### src/rtl/dma_irq_pkg.sv
`timescale 1ns/1ps
package dma_irq_pkg;
  localparam int WORD_W    = 32;
  localparam int DONE_BIT  = 1;
  localparam int ABORT_BIT = 13;
  localparam logic [WORD_W-1:0] EVT_MASK =
    (WORD_W'(1) << DONE_BIT) | (WORD_W'(1) << ABORT_BIT);

  typedef enum logic [1:0] {
    VIEW_LIVE = 2'd0,
    VIEW_PEND = 2'd1,
    VIEW_MASK = 2'd2,
    VIEW_FLAG = 2'd3
  } view_e;

  function automatic logic [WORD_W-1:0] pack_events(input logic done, input logic abort);
    logic [WORD_W-1:0] w;
    w = '0;
    w[DONE_BIT]  = done;
    w[ABORT_BIT] = abort;
    return w;
  endfunction
endpackage

### src/rtl/dma_irq_chan.sv
`timescale 1ns/1ps
module dma_irq_chan
  import dma_irq_pkg::*;
(
  input  logic              clk,
  input  logic              rst_n,
  input  logic              evt_done,
  input  logic              evt_abort,
  input  logic              clr_we,
  input  logic              mask_we,
  input  logic [WORD_W-1:0] wdata,
  output logic [WORD_W-1:0] live_o,
  output logic [WORD_W-1:0] pend_o,
  output logic [WORD_W-1:0] mask_o,
  output logic [WORD_W-1:0] flag_o,
  output logic              flag_any_o
);
  logic [WORD_W-1:0] live_w, clr_w, pend_q, mask_q;

  assign live_w = pack_events(evt_done, evt_abort);
  assign clr_w  = clr_we ? (wdata & EVT_MASK) : '0;

  // set has priority: new events are ORed after the clear is applied
  always_ff @(posedge clk or negedge rst_n) begin
    if (!rst_n) begin
      pend_q <= '0;
    end else begin
      pend_q <= ((pend_q & ~clr_w) | live_w) & EVT_MASK;
    end
  end

  always_ff @(posedge clk or negedge rst_n) begin
    if (!rst_n) begin
      mask_q <= '0;
    end else if (mask_we) begin
      mask_q <= wdata & EVT_MASK;
    end
  end

  assign live_o     = live_w;
  assign pend_o     = pend_q;
  assign mask_o     = mask_q;
  assign flag_o     = pend_q & mask_q;
  assign flag_any_o = |flag_o;

  assert_latch_R2: assert property (@(posedge clk) disable iff (!rst_n)
    evt_done |=> pend_q[DONE_BIT]);
  assert_hold_R2: assert property (@(posedge clk) disable iff (!rst_n)
    (pend_q[DONE_BIT] && !clr_we) |=> pend_q[DONE_BIT]);
  assert_w1c_R3: assert property (@(posedge clk) disable iff (!rst_n)
    (clr_we && wdata[DONE_BIT] && !evt_done) |=> !pend_q[DONE_BIT]);
  assert_w0_keep_R3: assert property (@(posedge clk) disable iff (!rst_n)
    (pend_q[ABORT_BIT] && clr_we && !wdata[ABORT_BIT]) |=> pend_q[ABORT_BIT]);
  assert_set_wins_R4: assert property (@(posedge clk) disable iff (!rst_n)
    (clr_we && wdata[ABORT_BIT] && evt_abort) |=> pend_q[ABORT_BIT]);
  assert_mask_stable_R5: assert property (@(posedge clk) disable iff (!rst_n)
    !mask_we |=> $stable(mask_q));
endmodule

### src/rtl/dma_irq_merge.sv
`timescale 1ns/1ps
module dma_irq_merge #(
  parameter int NUM_CH    = 8,
  localparam int NUM_LINES = NUM_CH - 1
) (
  input  logic [NUM_CH-1:0]    flag_any,
  output logic [NUM_LINES-1:0] line_o
);
  // channels 0 and 1 share line 0; channel k>=2 owns line k-1
  assign line_o[0] = flag_any[0] | flag_any[1];

  generate
    for (genvar k = 1; k < NUM_LINES; k++) begin : g_own
      assign line_o[k] = flag_any[k+1];
    end
  endgenerate
endmodule

### src/rtl/dma_irq_unit.sv
`timescale 1ns/1ps
module dma_irq_unit
  import dma_irq_pkg::*;
#(
  parameter int NUM_CH = 8,
  localparam int CH_W  = (NUM_CH > 1) ? $clog2(NUM_CH) : 1,
  localparam int NUM_LINES = NUM_CH - 1
) (
  input  logic                 clk,
  input  logic                 rst_n,
  input  logic [NUM_CH-1:0]    evt_done,
  input  logic [NUM_CH-1:0]    evt_abort,
  input  logic                 reg_wr,
  input  logic [CH_W-1:0]      reg_ch,
  input  logic [1:0]           reg_sel,
  input  logic [WORD_W-1:0]    reg_wdata,
  output logic [WORD_W-1:0]    reg_rdata,
  output logic [NUM_LINES-1:0] irq_line
);
  logic [WORD_W-1:0] live_v [NUM_CH];
  logic [WORD_W-1:0] pend_v [NUM_CH];
  logic [WORD_W-1:0] mask_v [NUM_CH];
  logic [WORD_W-1:0] flag_v [NUM_CH];
  logic [NUM_CH-1:0] flag_any;
  logic [NUM_CH-1:0] clr_we, mask_we;
  view_e             sel;

  assign sel = view_e'(reg_sel);

  generate
    for (genvar c = 0; c < NUM_CH; c++) begin : g_ch
      assign clr_we[c]  = reg_wr && (reg_ch == CH_W'(c)) && (sel == VIEW_PEND);
      assign mask_we[c] = reg_wr && (reg_ch == CH_W'(c)) && (sel == VIEW_MASK);

      dma_irq_chan u_chan (
        .clk        (clk),
        .rst_n      (rst_n),
        .evt_done   (evt_done[c]),
        .evt_abort  (evt_abort[c]),
        .clr_we     (clr_we[c]),
        .mask_we    (mask_we[c]),
        .wdata      (reg_wdata),
        .live_o     (live_v[c]),
        .pend_o     (pend_v[c]),
        .mask_o     (mask_v[c]),
        .flag_o     (flag_v[c]),
        .flag_any_o (flag_any[c])
      );
    end
  endgenerate

  always_comb begin
    reg_rdata = '0;
    if (int'(reg_ch) < NUM_CH) begin
      case (sel)
        VIEW_LIVE: reg_rdata = live_v[reg_ch];
        VIEW_PEND: reg_rdata = pend_v[reg_ch];
        VIEW_MASK: reg_rdata = mask_v[reg_ch];
        default:   reg_rdata = flag_v[reg_ch];
      endcase
    end
  end

  dma_irq_merge #(.NUM_CH(NUM_CH)) u_merge (
    .flag_any (flag_any),
    .line_o   (irq_line)
  );

  assert_unused_zero_R9: assert property (@(posedge clk) disable iff (!rst_n)
    (reg_rdata & ~EVT_MASK) == '0);
  assert_shared_line_R7: assert property (@(posedge clk) disable iff (!rst_n)
    (flag_v[0] != '0 || flag_v[1] != '0) |-> irq_line[0]);
  assert_shared_quiet_R7: assert property (@(posedge clk) disable iff (!rst_n)
    (flag_v[0] == '0 && flag_v[1] == '0) |-> !irq_line[0]);
  assert_flag_in_mask_R6: assert property (@(posedge clk) disable iff (!rst_n)
    (sel == VIEW_FLAG && int'(reg_ch) < NUM_CH) |-> ((reg_rdata & ~mask_v[reg_ch]) == '0));
endmodule

### config.mk
export PLATFORM = sky130hd
export DESIGN_NAME = dma_irq_unit
export DESIGN_NICKNAME = d
export VERILOG_FILES = /design/src/rtl/dma_irq_pkg.sv /design/src/rtl/dma_irq_chan.sv /design/src/rtl/dma_irq_merge.sv /design/src/rtl/dma_irq_unit.sv
export SDC_FILE = /design/constraint.sdc
export NUM_CORES = 1
export LEC_CHECK = 0
export ABC_AREA = 1
export BUFFER_PORTS_ARGS = -buffer_cell sky130_fd_sc_hd__buf_2
export CAP_MARGIN = 20
export CORE_UTILIZATION = 55
export CTS_BUF_LIST = sky130_fd_sc_hd__clkbuf_8
export CTS_CLUSTER_DIAMETER = 40
export DETAILED_ROUTE_END_ITERATION = 16
export PLACE_DENSITY = 0.73
export SETUP_SLACK_MARGIN = 0.5
export SYNTH_ARGS = -nofsm -noshare
export SYNTH_HDL_FRONTEND = slang
export SYNTH_HIERARCHICAL = 1
export SYNTH_SLANG_ARGS = --single-unit
export TNS_END_PERCENT = 10
### constraint.sdc
create_clock -name clk -period 2.1 [get_ports clk]
set_input_delay 0.105 -clock clk [delete_from_list [all_inputs] [get_ports clk]]
set_output_delay 0.105 -clock clk [all_outputs]
set_load 0.02 [all_outputs]
==> results.json, run 1 <==
{
  "hold_viol_final": 0,
  "ys_ff_latch": 32,
  "fp.dieW_um": 189,
  "synth_cell_type_count": 17,
  "gp_congestion": 0.859,
  "globalRouteTotalUtil_pct": 19.5,
  "finalCritPeriodShare_pct": 84.1,
  "fp-row-count": 68,
  "port_buffers": 64,
  "r2r_start": "g_ch[6].u_chan/mask_o[1]$_DFFE_PN0P_",
  "core-area_um2": 34500,
  "die_y_um": 189,
  "cts_buffers": 5,
  "grt_start_max_net_pins": 276,
  "vdd_drop_max_v": 0.000213,
  "slowest_delay_ns": 0.40,
  "cts_buffer_depth": 2,
  "clock_latency_ns": 0.29,
  "p_sw_mw": 2.20,
  "hold_class": "primary input to flop",
  "ys_seq_area_share_pct": 4.15,
  "status": "completed",
  "worst-path-stages": 9,
  "comb_power_share_pct": 69.4,
  "crit_end": "reg_rdata[1]",
  "final_common_cell": "nand2_1",
  "crit_family": "simple AND/OR/NAND/NOR gates",
  "crit_start": "g_ch[7].u_chan/mask_o[1]$_DFFE_PN0P_",
  "finalSetupViolations": 0,
  "crit_top_cell": "nand2_1",
  "skew_ns": 0,
  "hold_slack_ns": 0.0146,
  "reg2reg_depth": 2,
  "powerDensity_nw_per_um2": 255,
  "path_clk_slew_ns": 0.06,
  "p_leak_nw": 11.6,
  "drt_iter0_drc": 1211,
  "grt.overflow.total": 0,
  "r2r_end": "g_ch[6].u_chan/mask_o[1]$_DFFE_PN0P_",
  "worstPathArrival_ns": 1.66,
  "syn-mean-instance-area_um2": 5.19,
  "die-area_um2": 35800,
  "syn_inst": 3713,
  "cp_slowest_cell": "dfrtp_1",
  "h-tree-depth": 2,
  "power_frac_seq_pct": 18.6,
  "area_delta_synth_final_pct": -17.2,
  "cts_sinks": 32,
  "min_period_ns": 1.77,
  "path_cells": "nand2_1 > inv_1 > nand2_1 > nand2_1 > nand2_1 > nand3_2 > nand3_2 > nand4_1 > buf_6",
  "start_kind": "flop",
  "antenna_found_initial": 1,
  "p_int_mw": 1.88,
  "fmax_mhz": 566,
  "power.share.clock_pct": 12.0,
  "wl_per_cell_um": 8.67,
  "viasPerCell": 3.96,
  "tightest_slew_ns": 1.19,
  "n_antenna_cell": 0,
  "cts_tree": "yes",
  "route.final.wire_length_um": 35100,
  "drc_errors": 0,
  "worstSetupPathType": "flop to output pin",
  "mostFrequentLayoutCells": "1,933 x nand2_1, 960 x conb_1, 327 x nand3_1",
  "required_ns": 2.00,
  "p_sw_share_pct": 54.0,
  "reg2reg_setup_slack_ns": 1.45,
  "ys_warn_count": 6,
  "finalPower_mw": 4.08,
  "slew_viol_final": 0,
  "endpoint_kind": "output pin",
  "synth_area_um2": 19300,
  "nNetsFinal": 3650,
  "max-slew-margin-rel_pct": 20.6,
  "start_util_pct": 55.8,
  "first_global_vias": 13000,
  "ant_nets": 0,
  "setup_tns_ns": 0,
  "io_pins": 95,
  "crit_path_max_fanout": 3,
  "clockRootBuffer": "clkbuf_8",
  "nFillCells": 3873,
  "num_vias": 16000,
  "timing.max_cap.violations": 0,
  "rsz0062_at_grt": "true",
  "dp_hpwl_um": 21600,
  "critPathBufInv": 2,
  "grt_pass1_wl_um": 60100,
  "drive_gt1_share_pct": 3.37,
  "dr.pass1.iters": 6
}
-- kinds of logic (layout without fill, tap and decap cells) --
group                  after synthesis  after routing  share of synthesized area (%)
AOI/OAI and AO/OA                   38             38                          0.987
buffers and inverters             1253            183                           44.8
DFF                                 32             32                           4.15
other                                8            960                          0.156
and+or+nand+nor                   2382           2382                           49.9
-- power groups by stage --
stage	logic [mW]	registers [mW]	clock network (mW)
6_report	2.83	0.758	0.488
5_1_grt	3.28	0.768	0.523
4_1_cts	2.73	0.754	0.499
3_5_place_dp	2.68	0.766	0
3_3_place_gp	2.67	0.765	0
2_1_floorplan	3.52	0.746	0
-- synth_stat cells --
master    instances  area, µm²
clkbuf_1         36        135
o21ai_1          16       80.1
dfrtp_1          32        801
buf_2           116        581
nand2_1        1933       7260
nand4_1          95        594
conb_1            8       30.0
nor3_1            8       40.0
inv_1            68        255
nor2_1           12       45.0
a21oi_1          22        110
nand3_1         331       1660
nor2_4            2       22.5
buf_4          1009       7570
buf_1            20       75.1
inv_2             4       15.0
nor2_2            1       6.26
-- routing by layer --
layer	up-vias	wire, µm	share of wire (%)	global-route usage, %
met4	0	563	1.6	3.97
met1	6484	17700	50	26.2
li1	9262	-	-	-
met5	-	0	0	0
met3	36	1200	3.4	0.890
met2	264	15700	45	34.5
-- cell type report --
class                   instances  area [µm²]  share of cell area (%)
clock inverters                 2        7.51                  0.0470
repair buffers                103         767                    4.80
inverters                      72         285                    1.79
multi-input cells            3380       13500                    84.3
clock buffers                   6        82.6                   0.517
well taps                     455         569                    3.57
flip-flops and latches         32         801                    5.02
-- flip-flops by register name, indices dropped and copies added (netlist names) --
signal	cells
g_ch.u_chan/mask_o	16
g_ch.u_chan/pend_o	16
-- worst reg2reg max path: cells and delay by family (launching register included) --
family	cells	cell delay (ns)
AOI/OAI and AO/OA	1	0.05
DFF	1	0.41
buffers and inverters	1	0.07
-- metrics by stage --
step	setup WS, ns	cells	cell area (µm²)	utilization [%]
5_1_grt	0.276	4050	16000	46.2
3_3_place_gp	0.393	4034	15800	45.6
4_1_cts	0.379	4048	15900	46.1
3_5_place_dp	0.394	4034	15800	45.6
2_1_floorplan	0.768	4665	22900	-
6_report	0.334	4050	16000	46.2
-- worst min path at each step --
stage	start	endpoint	slack, ns	cells after the start
after floorplan	rst_n	g_ch[0].u_chan/mask_o[13]$_DFFE_PN0P_	-0.19	0
after global placement	rst_n	g_ch[6].u_chan/pend_o[13]$_DFF_PN0_	0.20	1
after detailed placement	rst_n	g_ch[6].u_chan/pend_o[13]$_DFF_PN0_	0.19	1
after CTS	evt_abort[7]	g_ch[7].u_chan/pend_o[13]$_DFF_PN0_	0.01	3
after global routing	evt_abort[7]	g_ch[7].u_chan/pend_o[13]$_DFF_PN0_	0.02	3
final	evt_abort[7]	g_ch[7].u_chan/pend_o[13]$_DFF_PN0_	0.01	3
-- timing repair --
item | in CTS | in global routing
setup endpoints to repair | 2 | 16
endpoints found under the hold margin | 32 | 0
hold buffers | 1 | 0
pin swaps | 5 | 4
resized for setup | 4 | 4
buffers inserted | 5 | 1
(Power assumes the default switching activity.)
==> inputs of run 2 (changes only) <==
- ABC_AREA: 1 -> 0
- clock period: 2.1 -> 1.8 ns (I/O delays scaled with it)
==> results.json, run 2 <==
{
  "status": "completed",
  "ys_top_cells_by_count": "998 x buf_4, 353 x mux2i_1, 150 x a22oi_1",
  "ys_seq_area_share_pct": 4.56,
  "crit_end": "reg_rdata[1]",
  "cp_slowest_cell": "mux4_2",
  "pre_cts_ws_ns": 0.0982,
  "cts_tree": "yes",
  "worst-path-stages": 4,
  "rsz0062_at_grt": "true",
  "utilization_pct": 48.7,
  "first_global_vias": 10900,
  "drc_errors": 0,
  "skew_ns": 0,
  "synth_fa_ha_area_share_pct": 0,
  "fmax_mhz": 576,
  "synth.top_cell.area_share_pct": 42.7,
  "fp-row-count": 65,
  "drive_gt1_share_pct": 13.2,
  "worstSetupPathType": "flop to output pin",
  "regArea_um2": 801,
  "ant_nets": 0,
  "nNetsFinal": 2220,
  "hold_slack_ns": 0.00634,
  "critPathBufInv": 1,
  "n_antenna_cell": 0,
  "muxShareOfSynthArea_pct": 27.9,
  "p_leak_nw": 8.00,
  "path_clk_slew_ns": 0.07,
  "grt.met2_usage_pct": 35.8,
  "die_y_um": 181,
  "io_pins": 95,
  "synth_xor_area_share_pct": 0,
  "grt.overflow.total": 0,
  "cts_buffers": 5,
  "powerDensity_nw_per_um2": 317,
  "crit_path_max_fanout": 3,
  "die-area_um2": 32600,
  "cts_buffer_depth": 2,
  "slew_viol_final": 0,
  "nFillCells": 3025,
  "timing.max_cap.violations": 0,
  "worst_slack_ns": 0.0628,
  "tightest_slew_ns": 1.01,
  "yosys.area.top_type": "buf_4",
  "route.final.wire_length_um": 33900,
  "max-slew-margin-rel_pct": 32.5,
  "hold_viol_final": 0,
  "path_cells": "mux4_2 > o21ai_2 > nand3b_1 > buf_2",
  "ys.flop_type": "dfrtp_1",
  "num_vias": 11400,
  "crit_start": "g_ch[0].u_chan/pend_o[1]$_DFF_PN0_",
  "synth-edff-count": 0,
  "cts_sinks": 32,
  "synthArstFlopShare_pct": 100,
  "grt_most_used_layer": "met2",
  "p_sw_mw": 2.19,
  "worstHoldStart": "evt_done[5]",
  "start_util_pct": 55.8,
  "synth_top_family_by_area": "buffers and inverters",
  "endpoint_kind": "output pin",
  "viasPerCell": 4.43,
  "crit_family": "multiplexers",
  "finalSetupViolations": 0,
  "antenna_found_initial": 0,
  "area_delta_synth_final_pct": -12.8,
  "dr.pass1.iters": 7,
  "r2r_end": "g_ch[3].u_chan/mask_o[13]$_DFFE_PN0P_",
  "globalRouteTotalUtil_pct": 19.9,
  "syn-mean-instance-area_um2": 8.17,
  "clock_latency_ns": 0.29,
  "p_sw_share_pct": 45.1,
  "hold_class": "primary input to flop",
  "p_int_mw": 2.67,
  "finalCritPeriodShare_pct": 96.5,
  "comb_power_share_pct": 67.8,
  "synth.top_cells.by_area": "buf_4 43%, mux2i_1 20%, mux4_2 6.8%, a22oi_1 6.4%, dfrtp_1 4.6%",
  "grt_start_max_net_pins": 156,
  "r2r_start": "g_ch[3].u_chan/mask_o[13]$_DFFE_PN0P_",
  "core-area_um2": 31500,
  "multi_input_comb_area_um2": 12300,
  "setup_tns_ns": 0,
  "clockRootBuffer": "clkbuf_8",
  "dpl.cell_count": 2513,
  "synth_cell_type_count": 44,
  "final_cells": 2567,
  "ys_ff_latch": 32,
  "synthSimpleGateAreaFrac_pct": 7.27,
  "h-tree-depth": 2,
  "slowest_delay_ns": 0.49,
  "synth_area_um2": 17600,
  "reg2reg_depth": 2,
  "synth_compound_area_share_pct": 13.0,
  "yosys.cell_count.top_type": "buf_4",
  "required_ns": 1.71,
  "start_kind": "flop",
  "reg2reg_setup_slack_ns": 0.87,
  "power.share.clock_pct": 14.2,
  "min_period_ns": 1.74,
  "mostFrequentLayoutCells": "960 x conb_1, 353 x mux2i_1, 142 x a22oi_1",
  "gp_congestion": 0.865,
  "drt_iter0_drc": 661,
  "globalRouteMet3Util_pct": 1.92,
  "grt_pass1_wl_um": 53100,
  "dp_hpwl_um": 21600,
  "vdd_drop_max_v": 0.000847,
  "wl_per_cell_um": 13.2,
  "fp.dieW_um": 181,
  "power_frac_seq_pct": 17.9,
  "grt_use_met1_pct": 25.2,
  "ys_warn_count": 6,
  "worstPathArrival_ns": 1.65,
  "port_buffers": 64,
  "final_common_cell": "conb_1",
  "syn_inst": 2150
}
-- run 2: changes by cell type after synthesis, moves of 31 or more --
cell / delta
mux4_2: +53
nand4_1: -74
mux2i_1: +353
nand3_1: -260
nand2_1: -1851
buf_2: -59
a21oi_1: +31
o221ai_1: +44
a22oi_1: +150
inv_1: -67
-- run 2: worst register-to-register path, cell delays in order, from the launching register on --
cell and delay, ns:
dfrtp_1 0.41, buf_4 0.16, mux2_2 0.26
-- run 2: routing by layer --
metal,wire length [µm],vias up
li1,-,5698
met1,15200,5364
met2,16600,272
met3,1430,47
met4,613,0
met5,0,-
-- run 2: cells by family (layout without fill, tap and decap cells) --
family                 Yosys count  after routing
AO/OA/AOI/OAI                  333            333
buffers and inverters         1110            173
other                            8            960
multiplexers                   422            422
AND/OR/NAND/NOR                245            245
flip-flops                      32             32
-- run 2: how the worst min path moves through the flow --
stage	depth (start not counted)	end
finish	2	g_ch[5].u_chan/pend_o[1]$_DFF_PN0_
global route	2	g_ch[0].u_chan/pend_o[1]$_DFF_PN0_
floorplan	0	g_ch[0].u_chan/mask_o[13]$_DFFE_PN0P_
CTS	2	g_ch[0].u_chan/pend_o[13]$_DFF_PN0_
detailed placement	1	g_ch[5].u_chan/pend_o[1]$_DFF_PN0_
global placement	1	g_ch[4].u_chan/pend_o[1]$_DFF_PN0_
-- run 2: power by group through the flow --
stage / combinational, mW / clock (mW) / sequential (mW)
final: 3.30 / 0.692 / 0.872
after global routing: 3.62 / 0.726 / 0.875
after CTS: 3.07 / 0.697 / 0.867
after detailed placement: 2.91 / 0 / 0.880
after global placement: 2.88 / 0 / 0.879
after floorplan: 3.93 / 0 / 0.842
-- run 2: layout make-up --
type	instances	area share, %
timing repair buffer	163	10.6
multi-input combinational	1960	80.1
tap	402	3.28
clock inverter	3	0.253
inverter	2	0.0980
sequential	32	5.23
clock buffer	5	0.449
-- run 2: per-stage QoR --
stage | cell area (µm²) | total power, mW
6_report | 15300 | 4.86
4_1_cts | 14900 | 4.63
3_5_place_dp | 14400 | 3.79
5_1_grt | 15300 | 5.22
3_3_place_gp | 14400 | 3.76
2_1_floorplan | 21300 | 4.77
-- run 2: what timing repair did --
item / in CTS / in global routing
buffers inserted: 14 / 11
setup endpoints to repair: 47 / 48
endpoints found under the hold margin: 39 / 0
pin swaps: 6 / 12
hold buffers: 8 / 0
cloned: 6 / 6
gates resized for setup: 20 / 32
==> inputs of run 3 (changes only) <==
- CORE_ASPECT_RATIO: unset -> 1.2
==> results.json, run 3 (synthesis gave the netlist of run 2 again) <==
{
  "status": "completed",
  "first_global_vias": 10300,
  "grt.overflow.total": 0,
  "skew_ns": 0,
  "route.final.wire_length_um": 31700,
  "timing.max_cap.violations": 0,
  "core-area_um2": 31400,
  "setup_tns_ns": 0,
  "worstSetupPathType": "flop to output pin",
  "dp_hpwl_um": 21200,
  "finalCritPeriodShare_pct": 97.5,
  "r2r_start": "g_ch[0].u_chan/mask_o[13]$_DFFE_PN0P_",
  "finalSetupViolations": 0,
  "ant_nets": 0,
  "tightest_slew_ns": 1.04,
  "globalRouteTotalUtil_pct": 19.1,
  "fp-row-count": 71,
  "die_y_um": 198,
  "required_ns": 1.71,
  "grt_pass1_wl_um": 50100,
  "min_period_ns": 1.75,
  "nNetsFinal": 2204,
  "path_clk_slew_ns": 0.07,
  "antenna_found_initial": 2,
  "h-tree-depth": 2,
  "dr.pass1.iters": 7,
  "reg2reg_depth": 2,
  "fp.dieW_um": 165,
  "finalPower_mw": 4.88,
  "final_common_cell": "conb_1",
  "drive_gt1_share_pct": 12.6,
  "start_util_pct": 56.0,
  "powerDensity_nw_per_um2": 321,
  "num_vias": 11200,
  "reg2reg_setup_slack_ns": 0.87,
  "start_kind": "flop",
  "mostFrequentLayoutCells": "960 x conb_1, 353 x mux2i_1, 145 x a22oi_1",
  "die-area_um2": 32600,
  "cts_buffers": 5,
  "crit_path_max_fanout": 2,
  "wl_per_cell_um": 12.4,
  "port_buffers": 64,
  "gp_congestion": 0.876,
  "slew_viol_final": 0,
  "endpoint_kind": "output pin",
  "cts_tree": "yes",
  "cts_sinks": 32,
  "io_pins": 95,
  "max-slew-margin-rel_pct": 30.5,
  "hold_class": "primary input to flop",
  "drt_iter0_drc": 601,
  "rsz0062_at_grt": "true",
  "clockRootBuffer": "clkbuf_8",
  "holdPathEnd": "g_ch[1].u_chan/pend_o[13]$_DFF_PN0_",
  "regArea_um2": 801,
  "worstPathArrival_ns": 1.66,
  "nFillCells": 3061,
  "grt_start_max_net_pins": 160,
  "drc_errors": 0,
  "viasPerCell": 4.38,
  "multi_input_comb_area_um2": 12200,
  "cts_buffer_depth": 2,
  "fmax_mhz": 570,
  "area_delta_synth_final_pct": -13.4,
  "clock_latency_ns": 0.28,
  "hold_viol_final": 0,
  "vdd_drop_max_v": 0.000748,
  "worstHoldStart": "evt_abort[1]",
  "hold_depth": 2,
  "p_leak_nw": 7.92,
  "r2r_end": "g_ch[0].u_chan/mask_o[13]$_DFFE_PN0P_"
}
-- run 3: timing repair --
action	in CTS	in global routing
cloned	8	3
hold buffers	3	0
buffers inserted	15	2
pin swaps	11	6
endpoints found under the setup margin	41	47
endpoints found under the hold margin	34	0
resized for setup	35	10
-- run 3: worst max-delay path by stage --
stage / start / end / slack, ns / cells after the start
floorplan: reg_ch[1] / g_ch[1].u_chan/mask_o[13]$_DFFE_PN0P_ / 0.44 / 8
global placement: reg_ch[0] / reg_rdata[28] / 0.13 / 8
detailed placement: reg_ch[0] / reg_rdata[20] / 0.12 / 7
CTS: g_ch[0].u_chan/mask_o[13]$_DFFE_PN0P_ / reg_rdata[13] / 0.01 / 4
global route: g_ch[0].u_chan/mask_o[13]$_DFFE_PN0P_ / reg_rdata[13] / 0.009 / 4
finish: g_ch[0].u_chan/mask_o[13]$_DFFE_PN0P_ / reg_rdata[13] / 0.05 / 4
-- run 3: per-stage QoR --
step	setup WS [ns]	cell area [µm²]	hold WS, ns	util, %	cells
6_report	0.0454	15200	0.00728	48.5	2552
4_1_cts	0.0106	15000	0.000415	47.9	2543
5_1_grt	0.00915	15200	0.000650	48.5	2550
2_1_floorplan	0.441	21300	-0.206	-	3102
3_5_place_dp	0.122	14400	0.186	45.9	2509
3_3_place_gp	0.133	14400	0.181	45.9	2509
-- run 3: final cells by class --
class	count	area share, %
diodes	2	0.0329
clock buffers	7	0.634
clock inverters	1	0.198
inverters	2	0.0988
multi-input cells	1960	80.5
flip-flops and latches	32	5.27
well taps	401	3.30
repair buffers	147	9.96
-- run 3: layer usage --
layer / share of wire, % / GRT usage, %
met5: 0 / 0
met4: 2.4 / 4.83
met3: 4.0 / 1.70
met2: 50 / 34.3
met1: 44 / 24.2
-- run 3: where the power goes --
| part | total (mW) | switching (mW) | internal, mW | leakage [nW] |
|---|---|---|---|---|
| sequential | 0.856 | 0.0635 | 0.792 | 0.345 |
| combinational | 3.27 | 1.80 | 1.47 | 7.51 |
| clock | 0.760 | 0.272 | 0.488 | 0.0645 |
| total | 4.88 | 2.13 | 2.75 | 7.92 |
-- run 3: critical path: stages (launching register included) --
cell and delay [ns]:
dfrtp_1 0.40, mux4_2 0.52, o22ai_2 0.21, nand3_2 0.11, buf_6 0.15
